`src/rtl/idec_pkg.sv`:
```
// Package idec_pkg
// Shared types for the instruction decoder: operation identifiers, the
// model-legality classes and the per-pass decode result record.
// Assumes the operation set fits a 7-bit code, with 0 reserved for "none".
package idec_pkg;

    localparam int INSTR_W = 32;
    localparam int OP_W    = 7;
    localparam int MODEL_W = 2;

    typedef enum logic [OP_W-1:0] {
        OP_NONE = 7'd0,
        OP_ADD_IMM, OP_ADD_IMM_SH, OP_ADDC_IMM, OP_ADDC_IMM_REC, OP_SUBC_IMM,
        OP_MUL_IMM, OP_CMP_IMM, OP_CMPU_IMM, OP_OR_IMM, OP_OR_IMM_SH,
        OP_XOR_IMM, OP_XOR_IMM_SH, OP_AND_IMM, OP_AND_IMM_SH,
        OP_ROT_INS, OP_ROT_MASK, OP_ROT_REG,
        OP_LD_W, OP_LD_W_UPD, OP_LD_B, OP_LD_B_UPD, OP_ST_W, OP_ST_W_UPD,
        OP_ST_B, OP_ST_B_UPD, OP_LD_H, OP_LD_H_UPD, OP_LD_HA, OP_LD_HA_UPD,
        OP_ST_H, OP_ST_H_UPD, OP_LD_MULTI, OP_ST_MULTI,
        OP_BR, OP_BR_COND, OP_TRAP_W_IMM, OP_TRAP_D_IMM, OP_DIFFZ_IMM, OP_SYSCALL,
        OP_LD_D, OP_LD_D_UPD, OP_LD_WA, OP_ST_D, OP_ST_D_UPD,
        OP_ROTD_CLR_L, OP_ROTD_CLR_R, OP_ROTD_CLR, OP_ROTD_INS,
        OP_CRF_MOVE, OP_BR_LINK_REG, OP_BR_COUNT_REG, OP_CR_AND, OP_CR_OR,
        OP_CR_XOR, OP_INSN_SYNC, OP_INT_RETURN,
        OP_ADD, OP_SUB, OP_NEG, OP_MUL_W, OP_DIV_W, OP_MUL_D, OP_DIV_D,
        OP_ABS, OP_DIFFZ, OP_AND, OP_OR, OP_XOR, OP_NOR, OP_CMP, OP_CMPU,
        OP_TRAP_W, OP_LD_W_IDX, OP_ST_W_IDX, OP_LD_D_IDX, OP_SHL_W, OP_SHR_W,
        OP_SHRA_W, OP_SPR_READ, OP_SPR_WRITE, OP_MEM_SYNC,
        OP_ST_W_COND, OP_ST_D_COND,
        OP_SEG_WRITE, OP_SEG_WRITE_IND, OP_SEG_READ, OP_SEG_READ_IND,
        OP_TLB_INV_ENTRY, OP_TLB_INV_ALL, OP_TLB_SYNC
    } op_e;

    // Which machine flavours accept an encoding
    typedef enum logic [1:0] {
        NEED_ANY    = 2'd0,
        NEED_W64    = 2'd1,
        NEED_LEGACY = 2'd2,
        NEED_NOT64  = 2'd3
    } need_e;

    typedef struct packed {
        logic  hit;
        op_e   op;
        need_e need;
        logic  sup;
    } dec_t;

    localparam dec_t DEC_MISS = '{hit: 1'b0, op: OP_NONE, need: NEED_ANY, sup: 1'b0};

    // Build a hit record
    function automatic dec_t mk(op_e o, need_e n, logic s);
        return '{hit: 1'b1, op: o, need: n, sup: s};
    endfunction

    // Model code 1 is the 64-bit flavour, 2 the legacy flavour; 0 and 3 are 32-bit
    function automatic logic model_ok(need_e n, logic [MODEL_W-1:0] m);
        case (n)
            NEED_W64:    return m == 2'd1;
            NEED_LEGACY: return m == 2'd2;
            NEED_NOT64:  return m != 2'd1;
            default:     return 1'b1;
        endcase
    endfunction

endpackage

```
`src/rtl/idec_primary.sv`:
```
// Module idec_primary
// Decodes the encodings fixed by the primary opcode, plus the forms that
// refine it with a short field: branch-option check, system call bit, the
// 2-bit load/store selector and the 3-bit rotate selector.
// Assumes a combinational context; model gating is applied by the caller.
module idec_primary
    import idec_pkg::*;
#(
    parameter int IW = INSTR_W
) (
    input  logic [IW-1:0] instr,
    output dec_t          res
);
    localparam int PRI_LSB = IW - 6;
    localparam int BO_LSB  = PRI_LSB - 5;

    // Legal branch-option values as a 32-entry bitmap
    function automatic logic [31:0] bo_legal_map();
        logic [31:0] m;
        for (int v = 0; v < 32; v++)
            m[v] = (v <= 5) || (v >= 8 && v <= 13) || (v >= 16 && v <= 20);
        return m;
    endfunction
    localparam logic [31:0] BO_LEGAL = bo_legal_map();

    logic [5:0] pri;
    logic [4:0] bo;
    logic [1:0] sel2;
    logic [2:0] sel3;

    assign pri  = instr[IW-1:PRI_LSB];
    assign bo   = instr[PRI_LSB-1:BO_LSB];
    assign sel2 = instr[1:0];
    assign sel3 = instr[4:2];

    // Purpose: primary-opcode lookup with short-field refinement
    always_comb begin
        res = DEC_MISS;
        case (pri)
            6'd2:  res = mk(OP_TRAP_D_IMM, NEED_W64, 1'b0);
            6'd3:  res = mk(OP_TRAP_W_IMM, NEED_ANY, 1'b0);
            6'd7:  res = mk(OP_MUL_IMM, NEED_ANY, 1'b0);
            6'd8:  res = mk(OP_SUBC_IMM, NEED_ANY, 1'b0);
            6'd9:  res = mk(OP_DIFFZ_IMM, NEED_LEGACY, 1'b0);
            6'd10: res = mk(OP_CMPU_IMM, NEED_ANY, 1'b0);
            6'd11: res = mk(OP_CMP_IMM, NEED_ANY, 1'b0);
            6'd12: res = mk(OP_ADDC_IMM, NEED_ANY, 1'b0);
            6'd13: res = mk(OP_ADDC_IMM_REC, NEED_ANY, 1'b0);
            6'd14: res = mk(OP_ADD_IMM, NEED_ANY, 1'b0);
            6'd15: res = mk(OP_ADD_IMM_SH, NEED_ANY, 1'b0);
            6'd16: if (BO_LEGAL[bo]) res = mk(OP_BR_COND, NEED_ANY, 1'b0);
            6'd17: if (instr[1]) res = mk(OP_SYSCALL, NEED_ANY, 1'b0);
            6'd18: res = mk(OP_BR, NEED_ANY, 1'b0);
            6'd20: res = mk(OP_ROT_INS, NEED_ANY, 1'b0);
            6'd21: res = mk(OP_ROT_MASK, NEED_ANY, 1'b0);
            6'd23: res = mk(OP_ROT_REG, NEED_ANY, 1'b0);
            6'd24: res = mk(OP_OR_IMM, NEED_ANY, 1'b0);
            6'd25: res = mk(OP_OR_IMM_SH, NEED_ANY, 1'b0);
            6'd26: res = mk(OP_XOR_IMM, NEED_ANY, 1'b0);
            6'd27: res = mk(OP_XOR_IMM_SH, NEED_ANY, 1'b0);
            6'd28: res = mk(OP_AND_IMM, NEED_ANY, 1'b0);
            6'd29: res = mk(OP_AND_IMM_SH, NEED_ANY, 1'b0);
            6'd30: begin
                case (sel3)
                    3'd0: res = mk(OP_ROTD_CLR_L, NEED_W64, 1'b0);
                    3'd1: res = mk(OP_ROTD_CLR_R, NEED_W64, 1'b0);
                    3'd2: res = mk(OP_ROTD_CLR, NEED_W64, 1'b0);
                    3'd3: res = mk(OP_ROTD_INS, NEED_W64, 1'b0);
                    default: res = DEC_MISS;
                endcase
            end
            6'd32: res = mk(OP_LD_W, NEED_ANY, 1'b0);
            6'd33: res = mk(OP_LD_W_UPD, NEED_ANY, 1'b0);
            6'd34: res = mk(OP_LD_B, NEED_ANY, 1'b0);
            6'd35: res = mk(OP_LD_B_UPD, NEED_ANY, 1'b0);
            6'd36: res = mk(OP_ST_W, NEED_ANY, 1'b0);
            6'd37: res = mk(OP_ST_W_UPD, NEED_ANY, 1'b0);
            6'd38: res = mk(OP_ST_B, NEED_ANY, 1'b0);
            6'd39: res = mk(OP_ST_B_UPD, NEED_ANY, 1'b0);
            6'd40: res = mk(OP_LD_H, NEED_ANY, 1'b0);
            6'd41: res = mk(OP_LD_H_UPD, NEED_ANY, 1'b0);
            6'd42: res = mk(OP_LD_HA, NEED_ANY, 1'b0);
            6'd43: res = mk(OP_LD_HA_UPD, NEED_ANY, 1'b0);
            6'd44: res = mk(OP_ST_H, NEED_ANY, 1'b0);
            6'd45: res = mk(OP_ST_H_UPD, NEED_ANY, 1'b0);
            6'd46: res = mk(OP_LD_MULTI, NEED_ANY, 1'b0);
            6'd47: res = mk(OP_ST_MULTI, NEED_ANY, 1'b0);
            6'd58: begin
                case (sel2)
                    2'd0: res = mk(OP_LD_D, NEED_W64, 1'b0);
                    2'd1: res = mk(OP_LD_D_UPD, NEED_W64, 1'b0);
                    2'd2: res = mk(OP_LD_WA, NEED_W64, 1'b0);
                    default: res = DEC_MISS;
                endcase
            end
            6'd62: begin
                case (sel2)
                    2'd0: res = mk(OP_ST_D, NEED_W64, 1'b0);
                    2'd1: res = mk(OP_ST_D_UPD, NEED_W64, 1'b0);
                    default: res = DEC_MISS;
                endcase
            end
            default: res = DEC_MISS;
        endcase
    end

endmodule

```
`src/rtl/idec_extended.sv`:
```
// Module idec_extended
// Decodes primary opcodes 19 and 31 from the 10-bit extended field in the
// low bits above bit 0. For primary 31 a second lookup ignores the top bit
// of the field, so the overflow-enabled forms share one operation.
// Assumes bit 0 is a record flag, except for the store-conditional forms.
module idec_extended
    import idec_pkg::*;
#(
    parameter int IW   = INSTR_W,
    parameter int XO_W = 10
) (
    input  logic [IW-1:0] instr,
    output dec_t          res
);
    localparam int PRI_LSB = IW - 6;

    logic [5:0]      pri;
    logic [XO_W-1:0] xo;
    logic [XO_W-2:0] xo_low;
    logic            rec;
    dec_t            full31, oe31, ext19;

    assign pri    = instr[IW-1:PRI_LSB];
    assign xo     = instr[XO_W:1];
    assign xo_low = xo[XO_W-2:0];
    assign rec    = instr[0];

    // Purpose: condition-register and branch-to-register group (primary 19)
    always_comb begin
        case (xo)
            10'd0:   ext19 = mk(OP_CRF_MOVE, NEED_ANY, 1'b0);
            10'd16:  ext19 = mk(OP_BR_LINK_REG, NEED_ANY, 1'b0);
            10'd528: ext19 = mk(OP_BR_COUNT_REG, NEED_ANY, 1'b0);
            10'd257: ext19 = mk(OP_CR_AND, NEED_ANY, 1'b0);
            10'd449: ext19 = mk(OP_CR_OR, NEED_ANY, 1'b0);
            10'd193: ext19 = mk(OP_CR_XOR, NEED_ANY, 1'b0);
            10'd150: ext19 = mk(OP_INSN_SYNC, NEED_ANY, 1'b0);
            10'd50:  ext19 = mk(OP_INT_RETURN, NEED_ANY, 1'b0);
            default: ext19 = DEC_MISS;
        endcase
    end

    // Purpose: exact 10-bit match for primary 31
    always_comb begin
        case (xo)
            10'd28:  full31 = mk(OP_AND, NEED_ANY, 1'b0);
            10'd444: full31 = mk(OP_OR, NEED_ANY, 1'b0);
            10'd316: full31 = mk(OP_XOR, NEED_ANY, 1'b0);
            10'd124: full31 = mk(OP_NOR, NEED_ANY, 1'b0);
            10'd0:   full31 = mk(OP_CMP, NEED_ANY, 1'b0);
            10'd32:  full31 = mk(OP_CMPU, NEED_ANY, 1'b0);
            10'd4:   full31 = mk(OP_TRAP_W, NEED_ANY, 1'b0);
            10'd23:  full31 = mk(OP_LD_W_IDX, NEED_ANY, 1'b0);
            10'd151: full31 = mk(OP_ST_W_IDX, NEED_ANY, 1'b0);
            10'd21:  full31 = mk(OP_LD_D_IDX, NEED_W64, 1'b0);
            10'd24:  full31 = mk(OP_SHL_W, NEED_ANY, 1'b0);
            10'd536: full31 = mk(OP_SHR_W, NEED_ANY, 1'b0);
            10'd792: full31 = mk(OP_SHRA_W, NEED_ANY, 1'b0);
            10'd339: full31 = mk(OP_SPR_READ, NEED_ANY, 1'b0);
            10'd467: full31 = mk(OP_SPR_WRITE, NEED_ANY, 1'b0);
            10'd598: full31 = mk(OP_MEM_SYNC, NEED_ANY, 1'b0);
            10'd150: full31 = rec ? mk(OP_ST_W_COND, NEED_ANY, 1'b0) : DEC_MISS;
            10'd214: full31 = rec ? mk(OP_ST_D_COND, NEED_W64, 1'b0) : DEC_MISS;
            10'd210: full31 = mk(OP_SEG_WRITE, NEED_NOT64, 1'b1);
            10'd242: full31 = mk(OP_SEG_WRITE_IND, NEED_NOT64, 1'b1);
            10'd595: full31 = mk(OP_SEG_READ, NEED_NOT64, 1'b1);
            10'd659: full31 = mk(OP_SEG_READ_IND, NEED_NOT64, 1'b1);
            10'd306: full31 = mk(OP_TLB_INV_ENTRY, NEED_ANY, 1'b1);
            10'd370: full31 = mk(OP_TLB_INV_ALL, NEED_ANY, 1'b1);
            10'd566: full31 = mk(OP_TLB_SYNC, NEED_ANY, 1'b1);
            default: full31 = DEC_MISS;
        endcase
    end

    // Purpose: 9-bit match for overflow-capable arithmetic (top bit ignored)
    always_comb begin
        case (xo_low)
            9'd266: oe31 = mk(OP_ADD, NEED_ANY, 1'b0);
            9'd40:  oe31 = mk(OP_SUB, NEED_ANY, 1'b0);
            9'd104: oe31 = mk(OP_NEG, NEED_ANY, 1'b0);
            9'd235: oe31 = mk(OP_MUL_W, NEED_ANY, 1'b0);
            9'd491: oe31 = mk(OP_DIV_W, NEED_ANY, 1'b0);
            9'd233: oe31 = mk(OP_MUL_D, NEED_W64, 1'b0);
            9'd489: oe31 = mk(OP_DIV_D, NEED_W64, 1'b0);
            9'd360: oe31 = mk(OP_ABS, NEED_LEGACY, 1'b0);
            9'd264: oe31 = mk(OP_DIFFZ, NEED_LEGACY, 1'b0);
            default: oe31 = DEC_MISS;
        endcase
    end

    // Purpose: choose the group by primary opcode; exact match first
    always_comb begin
        if (pri == 6'd19)
            res = ext19;
        else if (pri == 6'd31)
            res = full31.hit ? full31 : oe31;
        else
            res = DEC_MISS;
    end

endmodule

```
`src/rtl/idec_top.sv`:
```
// Module idec_top
// Instruction decoder top: merges the primary and extended passes, applies
// the model legality gate and registers the result under dec_en.
// Assumes model is static while decoding; reset is synchronous, active low.
module idec_top
    import idec_pkg::*;
#(
    parameter int IW = INSTR_W,
    parameter int OW = OP_W
) (
    input  logic          clk,
    input  logic          rst_n,
    input  logic          dec_en,
    input  logic [1:0]    model,
    input  logic [IW-1:0] instr,
    output logic [OW-1:0] op_out,
    output logic          valid_out,
    output logic          super_out
);
    dec_t pri_res, ext_res, pick;
    logic legal;

    idec_primary #(.IW(IW)) u_pri (.instr(instr), .res(pri_res));
    idec_extended #(.IW(IW)) u_ext (.instr(instr), .res(ext_res));

    // Purpose: primary pass has priority; model gate decides legality
    always_comb begin
        pick  = pri_res.hit ? pri_res : ext_res;
        legal = pick.hit && model_ok(pick.need, model);
    end

    // Purpose: output register with hold and synchronous clear
    always_ff @(posedge clk) begin
        if (!rst_n) begin
            op_out    <= '0;
            valid_out <= 1'b0;
            super_out <= 1'b0;
        end else if (dec_en) begin
            op_out    <= legal ? OW'(pick.op) : '0;
            valid_out <= legal;
            super_out <= legal && pick.sup;
        end
    end

endmodule

```
`config.mk`:
```
export PLATFORM = sky130hd
export DESIGN_NAME = idec_top
export DESIGN_NICKNAME = d
export VERILOG_FILES = /design/src/rtl/idec_pkg.sv /design/src/rtl/idec_primary.sv /design/src/rtl/idec_extended.sv /design/src/rtl/idec_top.sv
export SDC_FILE = /design/constraint.sdc
export NUM_CORES = 1
export LEC_CHECK = 0
export BUFFER_PORTS_ARGS = -buffer_cell sky130_fd_sc_hd__buf_2
export CORE_MARGIN = 2
export CORE_UTILIZATION = 40
export DETAILED_ROUTE_END_ITERATION = 7
export PLACE_DENSITY = 0.69
export SLEW_MARGIN = 20
export SYNTH_ARGS = -nofsm -noshare
export SYNTH_HDL_FRONTEND = slang
export SYNTH_SLANG_ARGS = --single-unit
export TNS_END_PERCENT = 5
```
`constraint.sdc`:
```
create_clock -name clk -period 4.4 [get_ports clk]
set_clock_uncertainty 0.15 [all_clocks]
set_input_delay 0.44 -clock clk [delete_from_list [all_inputs] [get_ports clk]]
set_output_delay 0.44 -clock clk [all_outputs]
set_load 0.1 [all_outputs]
```
==> reports/metrics.csv <==
metric;value;unit
cap_violations;0;
clkTransAtPathRegs;0.04;ns
fin_nets;379;
drt_iter0_drc;395;
status;completed;
num_vias;2674;
dieArea;0.00608;mm²
ys_types;76;
hold_viol;0;
synth_top_family_by_area;simple AND/OR/NAND/NOR gates;
cp_num_buf_inv;2;
synth_edf_count;0;
final_cell_mix;buf_2, nand2_1, nor2_1;
crit_path_start_kind;input port;
io_buffers;35;
totalWireLength;6510;µm
async_reset_ff_share;0;%
final_common_cell;buf_2;
grt_max_degree;24;
crit_chain;buf_2, or4b_4, or3_1, a211o_1, o21a_1, a31oi_1, or3_1, inv_1, ha_1, nand2_1, o22ai_1, a221oi_1, nor2b_1, nand2b_1, o21ai_4, o221a_1;
setup_viol;0;
overflow;0;
grt_usage;21.2;%
finalMaxSlewViolations;0;
required;4.37;ns
drt_pass1_iterations;5;
cts_resized;0;
fin_ws;0.533;ns
io_pins;46;
die_w;77.9;µm
clk_latency;0.23;ns
synth.cell_area;0.00219;mm²
cpMostUsedCell;or3_1;
ys_seq_area_share;8.24;%
postCtsSetupRepairBufs;0;
fp-row-count;26;
cts_hold_buf;0;
worst-path-stages;16;
post-place-ws;0.330;ns
hold_path_depth;1;
synth.area.top_cells;dfxtp_1, nor2b_1, nor4_1;
synth-seq-cells;9;
p_leak;0.000924;µW
critPathTopFamily;compound AO/OA/AOI/OAI gates;
synth_ff_type;dfxtp_1;
tightest_slew;0.794;ns
final.setup.tns;0;ns
synth_adder_area_share;1.72;%
antennaDiodeCount;0;
cts_htree_levels;1;
syn_avg_cell_area;6.83;µm²
yosysTopAreaCell;dfxtp_1;
slew_headroom;46.6;%
rsz0062_at_grt;no;
cp_slowest_stage_delay;0.57;ns
period_share;87.9;%
synthMuxAreaShare;1.43;%
worst-setup-path-type;input port to flop;
arrival;3.83;ns
grt_pass1_wl;10800;µm
synthXorXnorAreaFrac;2.00;%
antenna_found_initial;0;
area_growth;10.6;%
vias_per_cell;6.55;
synth_compound_area_share;31.6;%
power_per_cell_area;146;mW/mm²
clk_path_buf_depth;2;
fp.dieH;77.9;µm
clock_sinks;9;
cts_tree;yes;
hpwl;4850;µm
cp_slowest_cell;or4b_4;
wl_per_cell;15.9;µm
cts_inserted_buffers;3;
ys_warn_count;0;
synth_top_area_share;8.24;%
synthSimpleGateAreaFrac;48.1;%
fill_cells;538;
drive_gt1_share;19.8;%
syn-num-nets;360;
cts_root_buffer;clkbuf_8;
ir_drop;158;µV
min_period;3.87;ns
reg2reg_depth;6;
final_antenna_net_count;0;
min_path_type;flop to flop;
critPathCaptureType;flop;
path_max_fanout;8;
gp_congestion;0.974;
start_util;42.0;%
grt_pass1_vias;2307;
max_freq;259;MHz
drc;0;
netlist_instances;320;
coreArea;0.00520;mm²
==> worst paths after layout <==
check	from	to	slack, ns
setup reg to reg	op_out[0]	op_out[0]	2.73
hold reg to reg	op_out[2]	op_out[2]	0.33
setup / recovery	instr[1]	op_out[3]	0.53
hold / removal	op_out[2]	op_out[2]	0.33
==> kinds of logic after synthesis <==
| kind of cell | Yosys count |
|---|---|
| AND/OR/NAND/NOR | 169 |
| flip-flops | 9 |
| AO/OA/AOI/OAI | 95 |
| multiplexers | 3 |
| buffers and inverters | 36 |
| XOR/XNOR | 5 |
| adder cells (fa/ha/maj) | 3 |
==> routing by layer <==
layer | vias up | GRT usage [%] | share of wire [%]
met5 | - | 0 | 0
met1 | 1210 | 30.0 | 44
met3 | 11 | 3.60 | 9.9
met4 | 0 | 4.39 | 1.2
li1 | 1279 | - | -
met2 | 174 | 33.6 | 45
==> worst register-to-register path, delay by kind of cell, from the launching register on <==
family,cells,cell delay (ns)
DFF,1,0.29
and+or+nand+nor,2,0.42
AOI/OAI and AO/OA,4,0.70
==> final cells by class <==
type	instances	area [µm²]	area share, %
Clock buffer	4	45.0	1.86
Multi-Input combinational cell	275	1860	76.7
Inverter	10	37.5	1.55
Tap cell	70	87.6	3.62
Timing Repair Buffer	40	213	8.79
Sequential cell	9	180	7.45
==> registers in the layout, summed over array words and instances (netlist names) <==
name / flops
valid_out: 1
super_out: 1
op_out: 7
==> synth_stat cells, types with 3 or more instances <==
cell type	number
a211o_1	5
a211oi_1	5
a21o_1	3
a21oi_1	18
a31oi_1	6
a32o_1	3
and3_1	6
and4_1	3
buf_1	3
buf_2	7
clkbuf_1	14
dfxtp_1	9
ha_1	3
inv_1	10
nand2_1	24
nand2b_1	13
nand3_1	4
nand4_1	6
nor2_1	22
nor2b_1	16
nor3_1	17
nor3b_1	4
nor4_1	15
o21a_1	3
o21ai_0	15
o221a_1	3
o22ai_1	5
or3_1	6
or4_1	3
or4b_1	3
or4b_4	3
xnor2_1	4
==> power by group <==
part	total [µW]	internal, µW	switching [µW]	leakage (µW)
combinational	175	57.3	118	0.000828
sequential	86.2	85.0	1.18	0.0000731
clock	92.1	62.8	29.3	0.0000228
==> through the flow <==
stage	total power, µW	hold slack, ns	util (%)	cells	instance area, µm²
2_1_floorplan	217	0.408	-	320	2190
3_3_place_gp	258	0.314	45.6	404	2370
3_5_place_dp	259	0.310	45.6	404	2370
4_1_cts	352	0.329	46.5	408	2420
5_1_grt	375	0.356	46.5	408	2420
6_report	353	0.329	46.5	408	2420
Note: power is estimated with default switching activity, not from simulation.
